[config.mk]
export PLATFORM = sky130hd
export DESIGN_NAME = ext_smi_detect
export DESIGN_NICKNAME = d
export VERILOG_FILES = /design/src/rtl/esd_pkg.sv /design/src/rtl/esd_sync.sv /design/src/rtl/esd_drive.sv /design/src/rtl/esd_rearm.sv /design/src/rtl/esd_latch.sv /design/src/rtl/ext_smi_detect.sv
export SDC_FILE = /design/constraint.sdc
export NUM_CORES = 1
export LEC_CHECK = 0
export ABC_CLOCK_PERIOD_IN_PS = 1300
export BUFFER_PORTS_ARGS = -buffer_cell sky130_fd_sc_hd__buf_2
export CAP_MARGIN = 15
export CORE_AREA = 5 5 42 44
export CTS_CLUSTER_DIAMETER = 150
export CTS_CLUSTER_SIZE = 28
export DETAILED_ROUTE_END_ITERATION = 6
export DIE_AREA = 0 0 47 49
export RECOVER_POWER = 25
export SLEW_MARGIN = 20
export SYNTH_ARGS = -nofsm -noshare
export SYNTH_HDL_FRONTEND = slang
export SYNTH_SLANG_ARGS = --single-unit
export TNS_END_PERCENT = 5
[constraint.sdc]
create_clock -name clk -period 1.3 [get_ports clk]
set_input_delay 0.13 -clock clk [delete_from_list [all_inputs] [get_ports clk]]
set_output_delay 0.13 -clock clk [all_outputs]
set_load 0.03 [all_outputs]
[src/rtl/esd_pkg.sv]
package esd_pkg;
  localparam int unsigned DEF_SYNC_STAGES = 2;
  localparam int unsigned DEF_REARM_RUN   = 4;

  function automatic int unsigned cnt_width(input int unsigned limit);
    return (limit < 2) ? 1 : $clog2(limit + 1);
  endfunction
endpackage

[src/rtl/esd_sync.sv]
module esd_sync #(
  parameter int unsigned STAGES = 2
) (
  input  logic clk,
  input  logic rst,
  input  logic async_in,
  output logic sync_out
);
  logic [STAGES-1:0] chain;

  generate
    for (genvar i = 0; i < STAGES; i++) begin : g_stage
      if (i == 0) begin : g_first
        always_ff @(posedge clk) begin
          if (rst) chain[0] <= 1'b1;
          else     chain[0] <= async_in;
        end
      end else begin : g_next
        always_ff @(posedge clk) begin
          if (rst) chain[i] <= 1'b1;
          else     chain[i] <= chain[i-1];
        end
      end
    end
  endgenerate

  assign sync_out = chain[STAGES-1];
endmodule

[src/rtl/esd_drive.sv]
module esd_drive #(
  parameter int unsigned STAGES = 2
) (
  input  logic clk,
  input  logic rst,
  input  logic int_req,
  output logic oe,
  output logic mask
);
  logic [STAGES-1:0] hist;

  always_ff @(posedge clk) begin
    if (rst) oe <= 1'b0;
    else     oe <= int_req;
  end

  generate
    for (genvar i = 0; i < STAGES; i++) begin : g_hist
      if (i == 0) begin : g_first
        always_ff @(posedge clk) begin
          if (rst) hist[0] <= 1'b0;
          else     hist[0] <= oe;
        end
      end else begin : g_next
        always_ff @(posedge clk) begin
          if (rst) hist[i] <= 1'b0;
          else     hist[i] <= hist[i-1];
        end
      end
    end
  endgenerate

  // Own drive is visible on the synchronized level for STAGES more cycles.
  assign mask = oe | (|hist);
endmodule

[src/rtl/esd_rearm.sv]
module esd_rearm #(
  parameter int unsigned RUN = 4
) (
  input  logic clk,
  input  logic rst,
  input  logic lvl,
  input  logic mask,
  output logic hit
);
  localparam int unsigned CW = esd_pkg::cnt_width(RUN);
  localparam logic [CW-1:0] RUN_V = CW'(RUN);

  logic [CW-1:0] run_cnt;

  always_ff @(posedge clk) begin
    if (rst)                 run_cnt <= RUN_V;
    else if (!lvl)           run_cnt <= '0;
    else if (run_cnt != RUN_V) run_cnt <= run_cnt + 1'b1;
  end

  assign hit = !lvl && (run_cnt == RUN_V) && !mask;
endmodule

[src/rtl/esd_latch.sv]
module esd_latch (
  input  logic clk,
  input  logic rst,
  input  logic hit,
  input  logic en,
  input  logic clr,
  output logic req
);
  always_ff @(posedge clk) begin
    if (rst)            req <= 1'b0;
    else if (hit && en) req <= 1'b1;
    else if (clr)       req <= 1'b0;
  end
endmodule

[src/rtl/ext_smi_detect.sv]
module ext_smi_detect #(
  parameter int unsigned SYNC_STAGES = esd_pkg::DEF_SYNC_STAGES,
  parameter int unsigned REARM_RUN   = esd_pkg::DEF_REARM_RUN
) (
  input  logic clk,
  input  logic rst,
  input  logic smi_en,
  input  logic pin_n_in,
  input  logic int_smi_req,
  input  logic smi_clr,
  output logic smi_out,
  output logic pin_oe
);
  logic lvl_s;
  logic own_mask;
  logic edge_hit;

  esd_drive #(.STAGES(SYNC_STAGES)) u_drive (
    .clk(clk), .rst(rst), .int_req(int_smi_req), .oe(pin_oe), .mask(own_mask)
  );

  esd_sync #(.STAGES(SYNC_STAGES)) u_sync (
    .clk(clk), .rst(rst), .async_in(pin_n_in), .sync_out(lvl_s)
  );

  esd_rearm #(.RUN(REARM_RUN)) u_rearm (
    .clk(clk), .rst(rst), .lvl(lvl_s), .mask(own_mask), .hit(edge_hit)
  );

  esd_latch u_latch (
    .clk(clk), .rst(rst), .hit(edge_hit), .en(smi_en), .clr(smi_clr), .req(smi_out)
  );
endmodule

==> run summary <==
The total core area is 1401 sq um. Together, buffers and inverters on the worst path number 0. The routed metal-1 wire length is 243 um.

The detailed-routed wire length on met2 came out at roughly 270 um. The worst register-to-register path begins at u_drive.hist[0]. The clock slew at the register clock pins of the worst setup and hold paths came out at roughly 0.060 ns.

The detail route stage leaves a number of antenna-violating nets equal to 0. Traced cell by cell, the critical path runs through or4b_1, o41ai_2. The setup TNS after final layout is 0 ns. The number of search-and-repair iterations in the first detailed-routing pass is 2. The launching element type of the critical path is a flop. For this design, the slowest cell found on the critical path is sky130_fd_sc_hd__or4b_1. The via density per instance is between 4 and 5. Detailed routing placed a total of 39 um of wire on met3.

The die area came out at 2303 sq um. The hold buffer count at CTS came out at 0. The worst ir drop on vdd came out at 0.0004477 V. For this run, the top clock speed supported by timing is 0.8785 GHz. The capture point of the worst path is u_latch.req. The share of cells above drive strength 1 is 32.56%.

The count of cells along the worst register-to-register path is 2. The maximum single-stage delay on the critical path is 0.53 ns. TritonCTS built the clock tree. The number of diodes is 0. The worst setup path is of the reg2reg kind.

The number of clock buffers added by TritonCTS is 3. The post-route minimum period is about 1.1 ns. Tracing the worst setup path back leads to its startpoint at u_drive.hist[0].

After the first detailed-routing iteration, the DRC count stood at 4. Buffers placed on the I/O ports in this run total 7. Post-CTS repair changed the size of 0 cells. The TritonCTS sink count came out at 9. The sequential element share of the synthesized area is between 50% and 60%. The biggest fanout along the worst timing path is 2.

The gate count after technology mapping is 32. The number of endpoints failing setup at the final stage is 0. Setup slack closes at 0.1617 ns. The fraction of post-synthesis cell area in the top cell type by area is 51.25%. The number of antenna violations at the first check in global routing is 0. The path class of the tightest hold or removal check is in2reg. Entering global routing, the biggest net connects 10 pins. The number of hold violations in the final report came to 0. The run finished with clean final reports. The die is between 40 and 50 um tall. OpenSTA, run right after detailed placement, puts the worst setup slack at 0.1758 ns. The launch point of the worst hold path is pin_n_in.

The number of buffers on the longest clock path is 2. The insertion delay of the later-clocked pin in the worst-skew pair is 0.26 ns. The first global-routing pass estimated 1104 um of wire. The number of buffers inserted by post-CTS setup repair came out at 0. The kind of capture point of the worst setup path is a flop. 8 I/O pins were placed. Routed signal wires occupy layers up through met4. The slew at the pin with the worst max-slew slack came out at 0.2698 ns. From synthesis to final layout, the design area changed by 22.78%. The maximum clock skew at final layout is roughly 0.007 ns.

The number of distinct standard cells referenced by the synthesized netlist came out at 17. The initial cell density of the core came out at 25.09%. The worst path required time came out at 1.46 ns.

Power spread over the standard cell area amounts to roughly 1400 nW/um^2. The DRC violation count after routing came out at 0. Synthesis produced a netlist with a net count of 40. The x dimension of the die is 47 um. In this run the clock root is driven by a sky130_fd_sc_hd__clkbuf_4. The synthesized area per cell came out at 10.99 sq um. The routed length per placed instance came out at 9.814 um.

Synthesis inferred 9 register bits. The data arrival time of the critical path came out at 1.30 ns. The remaining global-route overflow came out at 0. The minimum setup slack among reg-to-reg paths came out at ~0.16 ns. The final HPWL from detailed placement is 436 um. Sorting the synthesized cells by area gives the leading types as sky130_fd_sc_hd__dfxtp_1 51%, sky130_fd_sc_hd__ha_1 7.1%, sky130_fd_sc_hd__and2b_1 6.4%. The total detailed-routing wirelength is 579 um.

The cell row count is 14. The normalized max-slew margin came out at 82.01%. The netlist area before placement came out at 351.6 sq um.

The cell taking the most area after synthesis is sky130_fd_sc_hd__dfxtp_1. The routed via count is 259. The H-tree depth is 1. The overall track demand over capacity in global routing came out at 6.860%.

Max-cap violations in this run came to 0. The total count of max-transition violations in the final report was 0. The leakage power came out at 0.0002058 uW. The final worst-path cycle share is 87.56%. Setup repair after global routing left no endpoint under its margin.

The total stage count of the critical path is 2. The kind of cell with the highest combined delay along the critical path is simple AND/OR/NAND/NOR gates. The number of global-route vias before repair is around 260. In this run the critical register-to-register path is captured at u_latch.req. The final estimated routing congestion in global placement is 0.5960.

The final-layout fill cell count came out at 155. The number of nets in the finished design is 52. The count of warnings emitted by yosys is 0.
how the worst min path moves through the flow:
stage / endpoint / slack [ns] / depth (start not counted)
3_3_place_gp: u_sync.chain[0] / 0.31 / 2
4_1_cts: u_sync.chain[0] / 0.05 / 2
3_5_place_dp: u_sync.chain[0] / 0.32 / 2
2_1_floorplan: u_sync.chain[0] / 0.23 / 1
6_report: u_sync.chain[0] / 0.06 / 2
5_1_grt: u_sync.chain[0] / 0.05 / 2
registers in the layout (all words and copies together) (netlist names):
register         flops
u_drive.oe           1
u_sync.chain         1
u_drive.hist         2
u_sync.sync_out      1
u_rearm.run_cnt      3
u_latch.req          1
cell type report:
cell class / count / area [sq um] / share of cell area (%)
clock buffers: 4 / 26.28 / 6.087
inverters: 2 / 7.507 / 1.739
multi-input cells: 21 / 163.9 / 37.97
flip-flops and latches: 9 / 180.2 / 41.74
well taps: 16 / 20.02 / 4.638
repair buffers: 7 / 33.78 / 7.826
cells by family (layout without fill, tap and decap cells):
| group | Yosys count | count (layout) | synth area share [%] |
|---|---|---|---|
| buffers and inverters | 2 | 13 | 2.136 |
| AO/OA/AOI/OAI | 7 | 7 | 16.02 |
| adder cells (fa/ha/maj) | 2 | 2 | 7.116 |
| flip-flops | 9 | 9 | 51.24 |
| AND/OR/NAND/NOR | 12 | 12 | 23.49 |
power by group:
group          leakage [uW]  internal (uW)  switching (uW)
Sequential        0.0000739            293            14.3
Combinational      0.000117           40.1            38.1
Clock             0.0000150            118            95.5
cell usage after synthesis:
library cell,instances
sky130_fd_sc_hd__a21bo_2,1
sky130_fd_sc_hd__a21o_1,1
sky130_fd_sc_hd__a21oi_1,2
sky130_fd_sc_hd__and2b_1,3
sky130_fd_sc_hd__and3b_1,1
sky130_fd_sc_hd__dfxtp_1,9
sky130_fd_sc_hd__ha_1,2
sky130_fd_sc_hd__inv_1,2
sky130_fd_sc_hd__nand2_1,1
sky130_fd_sc_hd__nand2b_1,1
sky130_fd_sc_hd__nand3_1,2
sky130_fd_sc_hd__o21ai_0,1
sky130_fd_sc_hd__o21bai_1,1
sky130_fd_sc_hd__o41ai_2,1
sky130_fd_sc_hd__or2_2,2
sky130_fd_sc_hd__or3b_2,1
sky130_fd_sc_hd__or4b_1,1
routing by layer:
layer  GRT usage [%]  up-vias
li1                -      133
met1           8.909      116
met2           8.145        8
met3           3.321        2
met4           5.530        0
met5               0        -
cells in the final DEF, fill, tap and decap left out:
cell type                  synthesis  layout
sky130_fd_sc_hd__or2_2             2       2
sky130_fd_sc_hd__o41ai_2           1       1
sky130_fd_sc_hd__and2b_1           3       3
sky130_fd_sc_hd__o21bai_1          1       1
sky130_fd_sc_hd__and3b_1           1       1
sky130_fd_sc_hd__nand2_1           1       1
sky130_fd_sc_hd__a21oi_1           2       2
sky130_fd_sc_hd__clkbuf_4          0       3
sky130_fd_sc_hd__nand2b_1          1       1
sky130_fd_sc_hd__clkbuf_1          0       2
sky130_fd_sc_hd__dfxtp_1           9       9
sky130_fd_sc_hd__or3b_2            1       1
sky130_fd_sc_hd__buf_2             0       6
sky130_fd_sc_hd__or4b_1            1       1
sky130_fd_sc_hd__a21bo_2           1       1
sky130_fd_sc_hd__a21o_1            1       1
sky130_fd_sc_hd__ha_1              2       2
sky130_fd_sc_hd__inv_1             2       2
sky130_fd_sc_hd__o21ai_0           1       1
sky130_fd_sc_hd__nand3_1           2       2
metrics by stage:
stage                     hold slack, ns  std cells  util (%)  total power [uW]  cell area (sq um)
after global placement            0.3141         55     29.02             387.8              406.6
after global routing             0.04884         59     30.80             645.7              431.7
after floorplan                   0.2338         32         -             368.0              351.6
final                            0.05639         59     30.80             599.2              431.7
after detailed placement          0.3201         55     29.02             393.6              406.6
after CTS                        0.04924         59     30.89             610.0              432.9
(Power assumes the default switching activity.)
